**src/rtl/secfg_pkg.sv**
```systemverilog
// Package: shared constants and the flag layout of the security configuration word.
// Assumes: the three flags occupy the low bits in the order that downstream decoders expect.
package secfg_pkg;

    localparam int FLAG_W = 3;
    localparam int BIT_LOCKDOWN  = 0;
    localparam int BIT_WHITELIST = 1;
    localparam int BIT_BYPASS    = 2;

    localparam logic [1:0] PRIV_MACHINE = 2'b11;

    // Packed view of the low flag bits; bypass is the MSB (bit 2)
    typedef struct packed {
        logic bypass;
        logic whitelist;
        logic lockdown;
    } secfg_flags_t;

endpackage

```
**src/rtl/secfg_access_gate.sv**
```systemverilog
// Module: secfg_access_gate
// Decodes the CSR address and decides whether a hitting access is legal.
// Assumes: only a request with csr_en_i high is an access; legality needs
// machine privilege and the enhanced-protection strap.
module secfg_access_gate #(
    parameter int              ADDR_W   = 12,
    parameter logic [ADDR_W-1:0] CSR_ADDR = 12'h747
) (
    input  logic              en_i,
    input  logic [ADDR_W-1:0] addr_i,
    input  logic              we_i,
    input  logic [1:0]        priv_i,
    input  logic              feat_en_i,
    output logic              hit_o,
    output logic              read_ok_o,
    output logic              write_fire_o,
    output logic              illegal_o
);
    import secfg_pkg::*;

    logic permitted;

    // Address match and permission evaluation for the current request
    always_comb begin
        hit_o        = en_i && (addr_i == CSR_ADDR);
        permitted    = (priv_i == PRIV_MACHINE) && feat_en_i;
        read_ok_o    = hit_o && permitted;
        write_fire_o = hit_o && permitted && we_i;
        illegal_o    = hit_o && !permitted;
    end

endmodule

```
**src/rtl/secfg_lock_scan.sv**
```systemverilog
// Module: secfg_lock_scan
// Reports whether any protection entry currently has its lock bit set.
// Assumes: lock bits are stable in the cycle they are sampled.
module secfg_lock_scan #(
    parameter int NUM_ENTRIES = 16
) (
    input  logic [NUM_ENTRIES-1:0] lock_i,
    output logic                   any_locked_o
);
    logic [NUM_ENTRIES:0] chain;

    assign chain[0] = 1'b0;

    // OR chain across the entries, one stage per entry
    for (genvar g = 0; g < NUM_ENTRIES; g++) begin : g_scan
        assign chain[g+1] = chain[g] | lock_i[g];
    end

    assign any_locked_o = chain[NUM_ENTRIES];

endmodule

```
**src/rtl/secfg_write_filter.sv**
```systemverilog
// Module: secfg_write_filter
// Computes the value to store for a write: reserved bits forced to zero,
// sticky flags merged, and the bypass raise suppressed while entries are locked.
// Assumes: old_i is the currently stored word.
module secfg_write_filter #(
    parameter int XLEN = 32
) (
    input  logic [XLEN-1:0] old_i,
    input  logic [XLEN-1:0] wdata_i,
    input  logic            any_locked_i,
    output logic [XLEN-1:0] next_o
);
    import secfg_pkg::*;

    localparam logic [XLEN-1:0] WRITABLE = XLEN'((1 << FLAG_W) - 1);

    logic [XLEN-1:0] masked;
    secfg_flags_t    old_f;
    secfg_flags_t    new_f;
    secfg_flags_t    out_f;

    // Apply the write rules to each flag
    always_comb begin
        masked = wdata_i & WRITABLE;
        old_f  = secfg_flags_t'(old_i[FLAG_W-1:0]);
        new_f  = secfg_flags_t'(masked[FLAG_W-1:0]);
        out_f.lockdown  = new_f.lockdown  | old_f.lockdown;
        out_f.whitelist = new_f.whitelist | old_f.whitelist;
        out_f.bypass    = new_f.bypass & (old_f.bypass | !any_locked_i);
        next_o = masked;
        next_o[FLAG_W-1:0] = out_f;
    end

endmodule

```
**src/rtl/secfg_ctrl_reg.sv**
```systemverilog
// Module: secfg_ctrl_reg (top)
// Machine security configuration register: stores the lockdown, whitelist and
// bypass flags behind a CSR port, filters writes and flags illegal accesses.
// Assumes: synchronous active-low reset; writes land on the next rising edge.
module secfg_ctrl_reg #(
    parameter int                XLEN        = 32,
    parameter int                NUM_ENTRIES = 16,
    parameter int                ADDR_W      = 12,
    parameter logic [ADDR_W-1:0] CSR_ADDR    = 12'h747
) (
    input  logic                   clk,
    input  logic                   rst_n,
    input  logic                   csr_en_i,
    input  logic [ADDR_W-1:0]      csr_addr_i,
    input  logic                   csr_we_i,
    input  logic [XLEN-1:0]        csr_wdata_i,
    output logic [XLEN-1:0]        csr_rdata_o,
    output logic                   csr_illegal_o,
    input  logic [1:0]             priv_i,
    input  logic                   feat_en_i,
    input  logic [NUM_ENTRIES-1:0] entry_lock_i,
    output logic                   cfg_lockdown_o,
    output logic                   cfg_whitelist_o,
    output logic                   cfg_bypass_o,
    output logic                   cfg_update_o
);
    import secfg_pkg::*;

    logic [XLEN-1:0] cfg_q;
    logic [XLEN-1:0] cfg_d;
    logic            hit;
    logic            read_ok;
    logic            write_fire;
    logic            any_locked;
    logic            update_q;

    secfg_access_gate #(.ADDR_W(ADDR_W), .CSR_ADDR(CSR_ADDR)) u_gate (
        .en_i         (csr_en_i),
        .addr_i       (csr_addr_i),
        .we_i         (csr_we_i),
        .priv_i       (priv_i),
        .feat_en_i    (feat_en_i),
        .hit_o        (hit),
        .read_ok_o    (read_ok),
        .write_fire_o (write_fire),
        .illegal_o    (csr_illegal_o)
    );

    secfg_lock_scan #(.NUM_ENTRIES(NUM_ENTRIES)) u_scan (
        .lock_i       (entry_lock_i),
        .any_locked_o (any_locked)
    );

    secfg_write_filter #(.XLEN(XLEN)) u_filter (
        .old_i        (cfg_q),
        .wdata_i      (csr_wdata_i),
        .any_locked_i (any_locked),
        .next_o       (cfg_d)
    );

    // Register storage: cleared on reset, loaded on a legal write
    always_ff @(posedge clk) begin
        if (!rst_n)          cfg_q <= '0;
        else if (write_fire) cfg_q <= cfg_d;
    end

    // Update strobe: one cycle after each legal write
    always_ff @(posedge clk) begin
        if (!rst_n) update_q <= 1'b0;
        else        update_q <= write_fire;
    end

    // Read data and flag outputs
    always_comb begin
        csr_rdata_o     = read_ok ? cfg_q : '0;
        cfg_lockdown_o  = cfg_q[BIT_LOCKDOWN];
        cfg_whitelist_o = cfg_q[BIT_WHITELIST];
        cfg_bypass_o    = cfg_q[BIT_BYPASS];
        cfg_update_o    = update_q;
    end

endmodule

```
**config.mk**
```make
export PLATFORM = sky130hd
export DESIGN_NAME = secfg_ctrl_reg
export DESIGN_NICKNAME = d
export VERILOG_FILES = /design/src/rtl/secfg_pkg.sv /design/src/rtl/secfg_access_gate.sv /design/src/rtl/secfg_lock_scan.sv /design/src/rtl/secfg_write_filter.sv /design/src/rtl/secfg_ctrl_reg.sv
export SDC_FILE = /design/constraint.sdc
export NUM_CORES = 1
export LEC_CHECK = 0
export ABC_CLOCK_PERIOD_IN_PS = 2850
export CORE_MARGIN = 2
export CORE_UTILIZATION = 40
export CTS_CLUSTER_DIAMETER = 30
export DETAILED_ROUTE_END_ITERATION = 12
export PLACE_DENSITY = 0.86
export SYNTH_ARGS = -nofsm -noshare
export SYNTH_HDL_FRONTEND = slang
export SYNTH_HIERARCHICAL = 1
export SYNTH_SLANG_ARGS = --single-unit
export TNS_END_PERCENT = 20
```
**constraint.sdc**
```tcl
create_clock -name clk -period 2.85 [get_ports clk]
set_input_delay 0.4275 -clock clk [delete_from_list [all_inputs] [get_ports clk]]
set_output_delay 0.4275 -clock clk [all_outputs]
set_load 0.02 [all_outputs]
```
==> metrics.txt <==
Leakage=0.00113 uW; # IOs=~100; Mean Syn Cell Area=9.64 sq um; CP endpoint kind=output pin; root cell of the clock tree=clkbuf_8; met2 Track Usage GR=26.9%; IO Port Bufs=between 70 and 80; outcome=finished, final reports clean; diode count=0; clk_skew=0 ns; Final Setup Violations=0; crit path max fanout=7; Final Cycle Share=97.1%; post-route ant nets=0; final slew viol count=0; Post-Place Worst Slack=-0.556 ns; CP arrival=2.34 ns; clock-pin slew on the worst setup and hold paths=0.06 ns; Fillers=about 370; DRC Markers=0; Rows=24; Hold Violations, Final=0; Startpoint Class=input pin; worst hold start=cfg_q[15]; worst path required time=about 2.4 ns; reg2reg setup slack=1.98 ns; final wirelength=3.68 mm; FF/Latch Area=661 sq um; unique cell type count in the Yosys netlist=23; initial antenna violation count=0; Vias/cell=between 4 and 5; WL per Instance=11.4 um; Seq/Total Area, Yosys=36.1%; vias in the first global route=1382; Yosys warnings=6; min Tclk post-route=2.77 ns; Overall Global Routing Usage=15.3%; #FFs+latches synth=33; met1 Usage GRT=17.6%; total CTS buffers=5; gr ovfl total=0; Worst-Margin Slew=between 0.8 and 0.9 ns; FF-to-FF End=cfg_q[1]; fraction of layout cells with a size suffix above 1=26.2%; synthesized instance count=190; Max Cap Viol=0; area of the multi-input gates=between 1000 and 1500 sq um; Final nets=337; Hold Crit Depth=2; # hold bufs at CTS=0; via count=about 1400; Min-Delay Path Class=flip-flop to flip-flop; Overall Power=1050 uW; Clock Latency Late Sink=about 0.28 ns; TritonRoute pass-1 iters=4; most common cell after layout, fill and taps aside=clkdlybuf4s50_1; H-tree Lvls=2; crit path kind=input pin to output pin; GR Util met3=about 4.6%; Slew HR=40.6%; area of the mapped netlist=1830 sq um; Initial Util=41.8%; power per cell area=380 nW/um^2; gr busiest metal=met2; RSZ-0062 raised after global routing=false; Fmax=361 MHz; Final Worst Setup Slack=0.0812 ns; maximum VDD drop=about 0.26 mV; GPL Wtd Cong=0.731; commonest non-fill, non-tap cells in the layout=clkdlybuf4s50_1 (37), dfxtp_1 (33), mux2i_1 (32), nor2b_1 (32), conb_1 (29); DP Wirelength=approximately 2.4 mm; clock buffer depth=2; Die Footprint=roughly 5100 sq um; Die Wd=71.7 um; DR iter-0 viols=51; largest net degree at the start of global routing=34; worst r2r path cells=3; area delta synth->final=51.3%; Core Footprint=4380 sq um; worst hold endpoint=cfg_q[15]; worst reg2reg startpoint=cfg_q[1]; Die H=71.7 um; CTS tree=done; first-pass GRT wire length=6.15 mm; clock sinks=33
==> worst max-delay path by stage <==
stage / from / end / slack (ns) / cells after the start
5_1_grt: csr_addr_i[4] / csr_rdata_o[25] / 0.02 / 8
4_1_cts: csr_addr_i[5] / csr_rdata_o[9] / -0.03 / 8
6_report: csr_addr_i[4] / csr_rdata_o[25] / 0.08 / 8
2_1_floorplan: csr_addr_i[5] / csr_rdata_o[0] / 0.27 / 5
3_3_place_gp: csr_addr_i[5] / csr_rdata_o[3] / -0.53 / 7
3_5_place_dp: csr_addr_i[5] / csr_rdata_o[5] / -0.56 / 7
==> timing repair <==
item                                    4_1_cts  5_1_grt
endpoints found under the setup margin       33       33
gates resized for setup                     185       22
buffers inserted                              2        0
cloned                                        2        1
pin swaps                                     2        3
==> layer usage <==
metal	up-vias	share of wire (%)
met5	-	0
met4	0	1.2
met3	7	6.9
met2	50	50
met1	630	42
li1	716	-
==> sequential cells by signal (all words and copies together), names as in the netlist <==
name and cells:
cfg_update_o 1, cfg_q 32
==> critical path, cell delays in order <==
cell	delay, ns
dlymetal6s2s_1	0.12
or4b_1	0.51
or4_4	0.56
nor2_4	0.18
buf_6	0.15
buf_6	0.13
and2_4	0.15
buf_6	0.11
==> power breakdown <==
group	internal [uW]	total (uW)	switching [uW]
combinational	52.8	72.1	19.2
clock	347	521	174
sequential	461	461	0.00178
==> synthesized netlist by cell type <==
master | number | area share, %
clkbuf_1 | 6 | 1.2
nand3b_1 | 1 | 0.41
buf_12 | 3 | 3.3
dfxtp_1 | 33 | 36
nand2_1 | 1 | 0.20
nor2_1 | 1 | 0.20
and2_1 | 34 | 12
nand3_1 | 1 | 0.27
buf_4 | 29 | 12
nor4_1 | 4 | 1.4
nand4_1 | 1 | 0.34
or4_4 | 1 | 0.61
or2_1 | 2 | 0.68
buf_6 | 1 | 0.61
nand4b_1 | 1 | 0.48
nor2b_1 | 32 | 11
nor3_2 | 1 | 0.55
or4b_1 | 1 | 0.55
conb_1 | 1 | 0.20
a21boi_1 | 1 | 0.41
mux2i_1 | 32 | 17
inv_1 | 2 | 0.41
inv_2 | 1 | 0.20
==> per-stage QoR <==
stage,TNS (ns),instance area [sq um],hold slack (ns),util (%),cells
4_1_cts,-0.266,2680,0.512,61.1,322
5_1_grt,0,2770,0.537,63.2,323
6_report,0,2770,0.506,63.2,323
3_5_place_dp,-18.67,2500,0.496,57.0,310
2_1_floorplan,0,1940,0.474,-,218
3_3_place_gp,-16.76,2500,0.486,57.0,310
==> area by class of cell <==
class                   instances  share of cell area [%]
clock buffers                   5                    2.48
clock inverters                 3                    2.35
inverters                       3                   0.406
multi-input cells             143                    36.4
flip-flops and latches         33                    23.8
well taps                      52                    2.35
repair buffers                 84                    32.1
==> logic make-up (layout without fill, tap and decap cells) <==
family          count (synthesis)  in the layout  synth area share (%)
flops                          33             33                  36.1
buf+inv                        42             95                  17.6
other cells                     1             29                 0.205
mux                            32             32                  17.5
compound gates                  1              1                 0.410
simple gates                   81             81                  28.2
Power figures use the tool's default switching activity.
